--- config.mk ---
export PLATFORM = sky130hd
export DESIGN_NAME = credit_rd_arb
export DESIGN_NICKNAME = d
export VERILOG_FILES = /design/src/rtl/crq_pkg.sv /design/src/rtl/crq_client_slot.sv /design/src/rtl/crq_rr_pick.sv /design/src/rtl/credit_rd_arb.sv
export SDC_FILE = /design/constraint.sdc
export NUM_CORES = 2
export LEC_CHECK = 0
export BUFFER_PORTS_ARGS = -buffer_cell sky130_fd_sc_hd__buf_4
export CORE_MARGIN = 10
export CORE_UTILIZATION = 50
export CTS_CLUSTER_DIAMETER = 30
export DETAILED_ROUTE_END_ITERATION = 16
export HOLD_SLACK_MARGIN = 0.15
export PLACE_DENSITY_LB_ADDON = 0.25
export SYNTH_ARGS = -nofsm -noshare
export SYNTH_HDL_FRONTEND = slang
export SYNTH_SLANG_ARGS = --single-unit
--- constraint.sdc ---
create_clock -name clk -period 9.8 [get_ports clk]
set_clock_uncertainty 0.15 [all_clocks]
set_input_delay 1.96 -clock clk [delete_from_list [all_inputs] [get_ports clk]]
set_output_delay 1.96 -clock clk [all_outputs]
set_load 0.01 [all_outputs]
--- src/rtl/crq_pkg.sv ---
package crq_pkg;

    parameter int ADDR_W     = 32;
    parameter int MAX_ATOMS  = 8;
    parameter int ATOM_BYTES = 32;

    localparam int ATOM_SHIFT = $clog2(ATOM_BYTES);
    localparam int LEN_W      = $clog2(MAX_ATOMS * ATOM_BYTES) + 1;
    localparam int CHG_W      = $clog2(MAX_ATOMS + 1);

    typedef struct packed {
        logic [ADDR_W-1:0]    addr;
        logic [LEN_W-1:0]     len;
        logic [MAX_ATOMS-1:0] atom_en;
    } rd_req_t;

    // Credits charged: enabled atoms that lie inside the request length.
    function automatic logic [CHG_W-1:0] charge_of(input rd_req_t r);
        logic [LEN_W-1:0] n_atoms;
        logic [CHG_W-1:0] c;
        n_atoms = r.len >> ATOM_SHIFT;
        c = '0;
        for (int k = 0; k < MAX_ATOMS; k++) begin
            if ((LEN_W'(k) < n_atoms) && r.atom_en[k]) begin
                c = c + 1'b1;
            end
        end
        return c;
    endfunction

endpackage

--- src/rtl/crq_client_slot.sv ---
module crq_client_slot
    import crq_pkg::*;
#(
    parameter int RSP_DEPTH = 4,
    localparam int CREDIT_W = $clog2(RSP_DEPTH + 1)
) (
    input  logic                clk,
    input  logic                rst,
    input  logic                in_valid,
    output logic                in_ready,
    input  rd_req_t             in_req,
    input  logic                credit_ret,
    input  logic                grant,
    output logic                eligible,
    output rd_req_t             held_req,
    output logic [CREDIT_W-1:0] credit,
    output logic                ovf_err,
    output logic                oversize_err
);

    localparam int CMP_W = ((CHG_W > CREDIT_W) ? CHG_W : CREDIT_W) + 2;

    logic                full_q;
    rd_req_t             req_q;
    logic [CREDIT_W-1:0] credit_q;
    logic                ovf_q;
    logic [CHG_W-1:0]    charge;
    logic                too_big;
    logic [CMP_W-1:0]    credit_next;
    logic                ovf_hit;

    assign charge   = charge_of(req_q);
    assign too_big  = CMP_W'(charge) > CMP_W'(RSP_DEPTH);
    assign eligible = full_q && !too_big && (CMP_W'(charge) <= CMP_W'(credit_q));
    assign in_ready = !full_q;

    always_comb begin
        credit_next = CMP_W'(credit_q)
                    - (grant ? CMP_W'(charge) : CMP_W'(0))
                    + (credit_ret ? CMP_W'(1) : CMP_W'(0));
        ovf_hit = credit_next > CMP_W'(RSP_DEPTH);
    end

    always_ff @(posedge clk) begin
        if (rst) begin
            full_q   <= 1'b0;
            req_q    <= '0;
            credit_q <= CREDIT_W'(RSP_DEPTH);
            ovf_q    <= 1'b0;
        end else begin
            if (grant) begin
                full_q <= 1'b0;
            end else if (in_valid && !full_q) begin
                full_q <= 1'b1;
                req_q  <= in_req;
            end
            credit_q <= ovf_hit ? CREDIT_W'(RSP_DEPTH) : credit_next[CREDIT_W-1:0];
            if (ovf_hit) begin
                ovf_q <= 1'b1;
            end
        end
    end

    assign held_req     = req_q;
    assign credit       = credit_q;
    assign ovf_err      = ovf_q;
    assign oversize_err = full_q && too_big;

endmodule

--- src/rtl/crq_rr_pick.sv ---
module crq_rr_pick #(
    parameter int NUM_CLIENTS = 10,
    localparam int CID_W = $clog2(NUM_CLIENTS)
) (
    input  logic                   clk,
    input  logic                   rst,
    input  logic [NUM_CLIENTS-1:0] elig,
    input  logic                   advance,
    output logic [NUM_CLIENTS-1:0] pick,
    output logic [CID_W-1:0]       pick_idx,
    output logic                   any
);

    logic [CID_W-1:0] last_q;

    always_comb begin
        int idx;
        pick     = '0;
        pick_idx = '0;
        any      = 1'b0;
        for (int off = 1; off <= NUM_CLIENTS; off++) begin
            idx = (int'(last_q) + off) % NUM_CLIENTS;
            if (!any && elig[idx]) begin
                any       = 1'b1;
                pick[idx] = 1'b1;
                pick_idx  = CID_W'(idx);
            end
        end
    end

    always_ff @(posedge clk) begin
        if (rst) begin
            last_q <= CID_W'(NUM_CLIENTS - 1);
        end else if (advance && any) begin
            last_q <= pick_idx;
        end
    end

endmodule

--- src/rtl/credit_rd_arb.sv ---
module credit_rd_arb
    import crq_pkg::*;
#(
    parameter int NUM_CLIENTS = 10,
    parameter int RSP_DEPTH   = 4,
    localparam int CID_W      = $clog2(NUM_CLIENTS),
    localparam int CREDIT_W   = $clog2(RSP_DEPTH + 1)
) (
    input  logic                             clk,
    input  logic                             rst,
    input  logic [NUM_CLIENTS-1:0]           cl_req_valid,
    output logic [NUM_CLIENTS-1:0]           cl_req_ready,
    input  logic [NUM_CLIENTS*ADDR_W-1:0]    cl_req_addr,
    input  logic [NUM_CLIENTS*LEN_W-1:0]     cl_req_len,
    input  logic [NUM_CLIENTS*MAX_ATOMS-1:0] cl_req_atom_en,
    input  logic [NUM_CLIENTS-1:0]           cl_credit_ret,
    output logic                             rq_valid,
    input  logic                             rq_ready,
    output logic [ADDR_W-1:0]                rq_addr,
    output logic [LEN_W-1:0]                 rq_len,
    output logic [MAX_ATOMS-1:0]             rq_atom_en,
    output logic [CID_W-1:0]                 rq_client,
    output logic [NUM_CLIENTS-1:0]           err_credit_ovf,
    output logic [NUM_CLIENTS-1:0]           err_oversize
);

    rd_req_t                       held [NUM_CLIENTS];
    logic [NUM_CLIENTS-1:0]        elig;
    logic [NUM_CLIENTS-1:0]        pick;
    logic [NUM_CLIENTS-1:0]        grant;
    logic [CID_W-1:0]              pick_idx;
    logic                          any;
    logic                          issue;
    logic [NUM_CLIENTS*CREDIT_W-1:0] credit_flat;

    rd_req_t          out_q;
    logic             out_valid_q;
    logic [CID_W-1:0] out_cid_q;

    for (genvar i = 0; i < NUM_CLIENTS; i++) begin : g_slot
        rd_req_t in_req;
        assign in_req.addr    = cl_req_addr[i*ADDR_W +: ADDR_W];
        assign in_req.len     = cl_req_len[i*LEN_W +: LEN_W];
        assign in_req.atom_en = cl_req_atom_en[i*MAX_ATOMS +: MAX_ATOMS];

        crq_client_slot #(.RSP_DEPTH(RSP_DEPTH)) slot_i (
            .clk          (clk),
            .rst          (rst),
            .in_valid     (cl_req_valid[i]),
            .in_ready     (cl_req_ready[i]),
            .in_req       (in_req),
            .credit_ret   (cl_credit_ret[i]),
            .grant        (grant[i]),
            .eligible     (elig[i]),
            .held_req     (held[i]),
            .credit       (credit_flat[i*CREDIT_W +: CREDIT_W]),
            .ovf_err      (err_credit_ovf[i]),
            .oversize_err (err_oversize[i])
        );
    end

    crq_rr_pick #(.NUM_CLIENTS(NUM_CLIENTS)) pick_i (
        .clk      (clk),
        .rst      (rst),
        .elig     (elig),
        .advance  (issue),
        .pick     (pick),
        .pick_idx (pick_idx),
        .any      (any)
    );

    assign issue = any && (!out_valid_q || rq_ready);
    assign grant = pick & {NUM_CLIENTS{issue}};

    always_ff @(posedge clk) begin
        if (rst) begin
            out_valid_q <= 1'b0;
            out_q       <= '0;
            out_cid_q   <= '0;
        end else if (issue) begin
            out_valid_q <= 1'b1;
            out_q       <= held[pick_idx];
            out_cid_q   <= pick_idx;
        end else if (rq_ready) begin
            out_valid_q <= 1'b0;
        end
    end

    assign rq_valid   = out_valid_q;
    assign rq_addr    = out_q.addr;
    assign rq_len     = out_q.len;
    assign rq_atom_en = out_q.atom_en;
    assign rq_client  = out_cid_q;

endmodule

---- Word level (Yosys, flattened, before mapping) ----
Cells that the tools add are included.
word-level totals
  register bits after elaboration ......... 598
  latch bits .............................. 0
  bits in writable memories ............... 0
  memory bits (read-only) ................. 0
  input bits .............................. 513
  logic and storage cells ................. 716
  memories kept ........................... 0
cells by class
  $add $sub $neg .......................... 100
  $mul .................................... 0
  divide/modulo/power cells ............... 10
  magnitude comparators ................... 131
  eq/ne operators ......................... 0
  shifts and indexed selects .............. 0
  muxes and demuxes ....................... 185
  bitwise logic cells ..................... 21
  reductions and logical operators ........ 203
operators by type and width
  cell                                                                count
  two-way mux 4 bit                                                   90
  greater-or-equal comparator 32 x 1 -> 1 bit, second input constant  10
  less-than comparator 32 x 6 -> 1 bit, second input constant         10
  remainder unit 32 x 5 -> 32 bit, second input constant              10
  adder 4 x 1 -> 4 bit, second input constant                         70
  binary-select mux 49 bit (select 4 bit)                             1
  less-than comparator 3 x 4 -> 1 bit, first input constant           40
  logical AND 1 bit                                                   141
  two-way mux 10 bit                                                  10
  two-way mux 49 bit                                                  2
  OR 10 bit                                                           9
  less-than comparator 1 x 4 -> 1 bit, first input constant           20
  less-than comparator 2 x 4 -> 1 bit, first input constant           20
  two-way mux 1 bit                                                   62
  adder 6 bit                                                         10
  > comparator 6 x 3 -> 1 bit, second input constant                  10
  subtractor 3 x 6 -> 6 bit                                           10
  binary-select mux 1 bit (select 4 bit)                              10
  demux 1 bit (select 4 bit)                                          10
  > comparator 4 x 3 -> 1 bit, second input constant                  10
  less-or-equal comparator 4 x 3 -> 1 bit                             10
  OR reduction 2 bit                                                  20
  logical NOT 1 bit                                                   30
  adder 4 x 3 -> 5 bit, second input constant                         4
  10 further kinds                                                    31

---- Longest topological paths before layout ----
  depth in word-level cells ............... 59
  mapped depth ............................ 54
  depth with buffers taken out ............ 49

---- By module ----
Synthesis repeated with hierarchy kept, for this count alone.
unflattened totals
  cells, all modules ...................... 5353
  area, all modules ....................... 43033.8 um2
modules (own cells, without submodules)
  module           instances  cells an instance  area each (um2)
  crq_client_slot  10         400                3104.2
  crq_rr_pick      1          914                6592.6
  credit_rd_arb    1          439                5398.9

---- Worst setup path before layout ----
No wires, ideal clock.
  path type ............................... reg-to-reg
  start ................................... reg g_slot[5].slot_i.req_q (netlist bit g_slot[5].slot_i.held_req[16])
  end ..................................... reg g_slot[6].slot_i.credit_q[0]
  library setup time ...................... 0.115 ns
  arrival time ............................ 9.716 ns
  slack ................................... -0.181 ns
  cell stages (with the launch flop) ...... 51
  buffers on the path ..................... 5
  clock period less this slack ............ 9.981 ns
  cells stage by stage .................... dfxtp_1 clkbuf_1 clkbuf_1 o41a_1 ha_1 a21boi_0 nor2_2 inv_1 ha_1 nand2_1 and3_1 inv_1 ha_1 a211oi_1 a41oi_1 ha_1 inv_1 a221oi_2 (+15 left out) or4b_4 nor4b_1 nor2b_1 clkbuf_1 clkbuf_1 clkbuf_1 nand2_1 nor2_1 ha_1 inv_1 ha_1 inv_1 fa_1 nor2b_1 o22a_1 o22a_1 nor2b_1 and2_1
on the way
  word-level cells in the longest chain between the ends .. 59
RTL lines
  element                              line                   text
  start: declaration                   crq_client_slot.sv:24  rd_req_t req_q;
  start signal: assignment             crq_client_slot.sv:55  req_q <= in_req;
  less-than comparator 1 x 4 -> 1 bit  crq_pkg.sv:24          if ((LEN_W'(k) < n_atoms) && r.atom_en[k]) begin
  logical AND 1 bit                    crq_pkg.sv:24
  two-way mux 1 bit                    crq_pkg.sv:24
  adder 4 x 1 -> 4 bit                 crq_pkg.sv:25          c = c + 1'b1;
  two-way mux 4 bit                    crq_pkg.sv:24
  adder 4 x 1 -> 4 bit                 crq_pkg.sv:25
  two-way mux 4 bit                    crq_pkg.sv:24
  adder 4 x 1 -> 4 bit                 crq_pkg.sv:25
  (+43 left out)                       n/a
  two-way mux 1 bit                    crq_rr_pick.sv:23      if (!any && elig[idx]) begin
  logical AND 1 bit                    credit_rd_arb.sv:72    assign issue = any && (!out_valid_q || rq_ready);
  AND 10 bit (*)                       credit_rd_arb.sv:73    assign grant = pick & {NUM_CLIENTS{issue}};
  two-way mux 4 bit (*)                crq_client_slot.sv:39  - (grant ? CMP_W'(charge) : CMP_W'(0))
  subtractor 3 x 6 -> 6 bit (*)        crq_client_slot.sv:39
  adder 6 bit (*)                      crq_client_slot.sv:40  + (credit_ret ? CMP_W'(1) : CMP_W'(0));
  > comparator 6 x 3 -> 1 bit          crq_client_slot.sv:41  ovf_hit = credit_next > CMP_W'(RSP_DEPTH);
  OR reduction 2 bit (no line)         n/a
  end signal: assignment               crq_client_slot.sv:48  credit_q <= CREDIT_W'(RSP_DEPTH);
  end signal: assignment               crq_client_slot.sv:57  credit_q <= ovf_hit ? CREDIT_W'(RSP_DEPTH) : credit_next[CREDIT_W-1:0];
  end: declaration                     crq_client_slot.sv:25  logic [CREDIT_W-1:0] credit_q;
Every way passes the cells marked *; elsewhere a longest branch is shown, timed or not. The select of a mux whose other input is x is not followed.
A chain may end at the register's enable or synchronous reset.

---- Final worst setup path ----
  start ................................... reg g_slot[5].slot_i.req_q (netlist bit g_slot[5].slot_i.held_req[14])
  end ..................................... reg g_slot[6].slot_i.credit_q[0]
The elaborated chain is that of the path after synthesis.

==> impl_metrics.prom <==
# TYPE chip_impl_metric gauge
chip_impl_metric{name="dp_hpwl",unit="µm"} 149000
chip_impl_metric{name="floorplan.rows",unit=""} 105
chip_impl_metric{name="numClockSinks",unit=""} 596
chip_impl_metric{name="synth_seq_cells",unit=""} 596
chip_impl_metric{name="timing.final.crit_share",unit="%"} 102
chip_impl_metric{name="post-place-cells",unit=""} 7383
chip_impl_metric{name="instances_no_fill",unit=""} 7719
chip_impl_metric{name="netlist_instances",unit=""} 5592
chip_impl_info{name="criticalPathCategory",value="register to register"} 1
chip_impl_metric{name="netlist-cell-type-count",unit=""} 133
chip_impl_info{name="endpoint_kind",value="register"} 1
chip_impl_metric{name="die_height",unit="µm"} 308
chip_impl_metric{name="timing.final.max_slew_violations",unit=""} 0
chip_impl_metric{name="timing.final.ws_setup",unit="ns"} -0.151
chip_impl_metric{name="drtAntennaViolNets",unit=""} 0
chip_impl_metric{name="grt_max_degree",unit=""} 218
chip_impl_metric{name="synth-seq-area-share",unit="%"} 28.7
chip_impl_metric{name="antenna_found_initial",unit=""} 16
chip_impl_info{name="worstHoldPathType",value="register to register"} 1
chip_impl_metric{name="cts_htree_levels",unit=""} 4
chip_impl_info{name="failed_checks",value="negative setup slack"} 1
chip_impl_metric{name="clock.fmax",unit="GHz"} 0.100
chip_impl_metric{name="final_estimated_routing_congestion_in_global_placement",unit=""} 1.08
chip_impl_metric{name="core-area",unit="µm²"} 82200
chip_impl_metric{name="via_count_of_the_first_global_routing_pass",unit=""} 44600
chip_impl_metric{name="cts_hold_repair.buffers",unit=""} 0
chip_impl_info{name="most_frequent_standard_cell_in_the_layout_excluding_fill_and_tap_cells",value="sky130_fd_sc_hd__nand2_1"} 1
chip_impl_info{name="root_buffer",value="sky130_fd_sc_hd__clkbuf_16"} 1
chip_impl_info{name="crit_path_top_delay_cell",value="sky130_fd_sc_hd__or4b_4"} 1
chip_impl_metric{name="drive_gt1_share",unit="%"} 29.5
chip_impl_metric{name="buffer_ports.inserted",unit=""} 596
chip_impl_metric{name="syn2layout_area_growth",unit="%"} 39.1
chip_impl_metric{name="required_time_reported_for_the_critical_path_endpoint",unit="ns"} 10.30
chip_impl_metric{name="worstMarginPinSlew",unit="ns"} 1.25
chip_impl_metric{name="max-clock-path-buffers",unit=""} 3
chip_impl_info{name="mostFrequentLayoutCells",value="sky130_fd_sc_hd__nand2_1, sky130_fd_sc_hd__buf_4, sky130_fd_sc_hd__dfxtp_1"} 1
chip_impl_metric{name="overflow",unit=""} 0
chip_impl_metric{name="wire_length_of_the_first_global_routing_pass",unit="µm"} 281000
chip_impl_metric{name="design.final.nets",unit=""} 7276
chip_impl_info{name="cts_tree",value="done"} 1
chip_impl_info{name="path_common_cell",value="sky130_fd_sc_hd__ha_1"} 1
chip_impl_info{name="startpoint_type",value="register"} 1
chip_impl_metric{name="worstSkewPairLatency",unit="ns"} 0.77
chip_impl_metric{name="finalSetupTns",unit="ns"} -1.44
chip_impl_metric{name="die_w",unit="µm"} 308
chip_impl_metric{name="dieArea",unit="µm²"} 95100
chip_impl_metric{name="hold-worst-slack",unit="ns"} 0.298
chip_impl_metric{name="cap_viol_max_count",unit=""} 0
chip_impl_metric{name="yosys_warnings",unit=""} 0
chip_impl_metric{name="avgRoutedWirePerCell",unit="µm"} 25.5
chip_impl_metric{name="ioPinCount",unit=""} 597
chip_impl_metric{name="tritoncts.num_buffers",unit=""} 139
chip_impl_metric{name="num_vias",unit=""} 47800
chip_impl_metric{name="worstPathMaxFanout",unit=""} 5
chip_impl_metric{name="drt-total-wl",unit="µm"} 197000
chip_impl_metric{name="remaining_drc_errors",unit=""} 0
chip_impl_metric{name="timing.critical_path.slowest_cell_delay",unit="ns"} 0.59
chip_impl_metric{name="timing.max_slew.rel_slack",unit="%"} 16.4
chip_impl_metric{name="ys_async_sr_fraction",unit="%"} 0
chip_impl_metric{name="worst_setup_hold_path_clk_slew",unit="ns"} 0.05
chip_impl_metric{name="grt_util_all_layers",unit="%"} 38.8
chip_impl_metric{name="number_of_enable_type_register_cells_in_the_synthesized_netlist",unit=""} 0
chip_impl_metric{name="layout_min_cycle_time",unit="ns"} 9.95
chip_impl_info{name="outcome",value="finished with violations"} 1
chip_impl_metric{name="syn_area",unit="µm²"} 41600
chip_impl_metric{name="detail_route.first_pass.iterations",unit=""} 6
chip_impl_metric{name="finalHoldViolations",unit=""} 0
chip_impl_metric{name="detail_route.vias_per_cell",unit=""} 6.20
chip_impl_metric{name="synthesis.area_per_instance",unit="µm²"} 7.43
chip_impl_metric{name="worst_ep_arrival_time",unit="ns"} 10.45
chip_impl_info{name="rsz0062_at_grt",value="true"} 1
chip_impl_info{name="synthFlopType",value="sky130_fd_sc_hd__dfxtp_1"} 1
chip_impl_metric{name="drt-initial-drc-count",unit=""} 6163
chip_impl_metric{name="final_setup_violation_count",unit=""} 21
chip_impl_metric{name="final_core_density",unit="%"} 70.3
chip_impl_metric{name="floorplan.initialDensity",unit="%"} 50.5
Yosys cell counts, types with 14 or more instances:
master | n | area (µm²)
sky130_fd_sc_hd__nand3_1 | 166 | 831
sky130_fd_sc_hd__o22ai_1 | 26 | 163
sky130_fd_sc_hd__nor4_1 | 14 | 87.6
sky130_fd_sc_hd__mux2_1 | 27 | 304
sky130_fd_sc_hd__dfxtp_1 | 596 | 11900
sky130_fd_sc_hd__o32ai_1 | 14 | 123
sky130_fd_sc_hd__ha_1 | 222 | 2780
sky130_fd_sc_hd__and3_1 | 141 | 882
sky130_fd_sc_hd__a221oi_2 | 26 | 390
sky130_fd_sc_hd__mux2_2 | 43 | 484
sky130_fd_sc_hd__a21o_1 | 39 | 293
sky130_fd_sc_hd__or2_2 | 15 | 93.8
sky130_fd_sc_hd__clkbuf_1 | 287 | 1080
sky130_fd_sc_hd__a22oi_1 | 91 | 683
sky130_fd_sc_hd__xor2_1 | 60 | 526
sky130_fd_sc_hd__and2_1 | 37 | 231
sky130_fd_sc_hd__a21oi_1 | 598 | 2990
sky130_fd_sc_hd__a211o_1 | 19 | 166
sky130_fd_sc_hd__buf_2 | 70 | 350
sky130_fd_sc_hd__mux2i_1 | 20 | 200
sky130_fd_sc_hd__a22o_1 | 31 | 272
sky130_fd_sc_hd__nor2_1 | 228 | 856
sky130_fd_sc_hd__o221ai_1 | 14 | 123
sky130_fd_sc_hd__nand4_1 | 130 | 813
sky130_fd_sc_hd__nor3_1 | 58 | 290
sky130_fd_sc_hd__o21ai_1 | 65 | 325
sky130_fd_sc_hd__o31ai_1 | 23 | 173
sky130_fd_sc_hd__buf_1 | 15 | 56.3
sky130_fd_sc_hd__o21bai_1 | 37 | 278
sky130_fd_sc_hd__or3_1 | 17 | 106
sky130_fd_sc_hd__inv_1 | 235 | 882
sky130_fd_sc_hd__nor2b_1 | 51 | 319
sky130_fd_sc_hd__o211ai_1 | 70 | 526
sky130_fd_sc_hd__a211oi_1 | 44 | 330
sky130_fd_sc_hd__xnor2_1 | 106 | 928
sky130_fd_sc_hd__o21ai_0 | 207 | 1040
sky130_fd_sc_hd__nand2_1 | 1219 | 4580
sky130_fd_sc_hd__nand2b_1 | 27 | 169
sky130_fd_sc_hd__o21a_1 | 29 | 218
sky130_fd_sc_hd__a31oi_1 | 88 | 551
sky130_fd_sc_hd__a31o_1 | 28 | 245
sky130_fd_sc_hd__buf_4 | 61 | 458
layer usage:
metal	GRT usage (%)	vias up	part of all wire [%]
li1	-	21800	-
met1	50.5	22900	40
met2	59.3	2649	44
met5	0	-	0.029
met4	20.2	8	5.9
met3	9.00	502	9.9
per-stage QoR:
| stage | cell area, µm² | worst slack [ns] |
|---|---|---|
| global route | 57800 | -0.500 |
| CTS | 55800 | -0.00816 |
| finish | 57800 | -0.151 |
| global placement | 50000 | -0.529 |
| detailed placement | 50000 | -0.802 |
| floorplan | 41600 | 0.00966 |
cells by family after synthesis:
family,Yosys count,share of synthesized area (%)
buffers and inverters,678,6.98
AOI/OAI and AO/OA,1605,25.2
adders and majority gates,234,7.21
other,1,0.00902
muxes,93,2.54
and+or+nand+nor,2187,24.1
xor gates and xnor gates,198,5.19
DFF,596,28.7
sequential cells by signal, summed over array words and instances (netlist names):
name,flops
rq_atom_en,8
rq_addr,32
g_slot.slot_i.held_req,490
rq_client,2
pick_i.last_q,4
rq_valid,1
g_slot.slot_i.credit,30
g_slot.slot_i.full_q,10
rq_len,9
g_slot.slot_i.ovf_err,10
cell type report:
class / count / area [µm²]
inverters: 239 / 902
flip-flops and latches: 596 / 11900
clock inverters: 82 / 1180
fillers: 6681 / 24400
clock buffers: 168 / 3730
diodes: 9 / 22.5
multi-input cells: 4327 / 29000
repair buffers: 1228 / 9670
well taps: 1070 / 1340
repair_timing:
action	CTS	global route
gates cloned	0	1
endpoints found under the setup margin	55	60
buffers inserted	24	55
pin swaps	76	181
gates resized for setup	127	325
final timing paths:
check | slack [ns] | end | start | cells after the start
worst min register to register | 0.30 | g_slot[5].slot_i.held_req[39] | g_slot[5].slot_i.held_req[39] | 2
worst min-delay path | 0.30 | g_slot[5].slot_i.held_req[39] | g_slot[5].slot_i.held_req[39] | 2
worst max register to register | -0.15 | g_slot[6].slot_i.credit[0] | g_slot[5].slot_i.held_req[14] | 52
worst max-delay path | -0.15 | g_slot[6].slot_i.credit[0] | g_slot[5].slot_i.held_req[14] | 52
critical path, delay by kind of cell (launching register included):
family | cells | cell delay (ns)
AOI/OAI and AO/OA | 16 | 3.11
adders and majority gates | 10 | 2.83
and+or+nand+nor | 15 | 2.22
buffers and inverters | 10 | 0.94
DFF | 1 | 0.33
muxes | 1 | 0.24
Power is not shown: default switching activity piles up to over one toggle a cycle in this logic, so the estimate is an artifact.
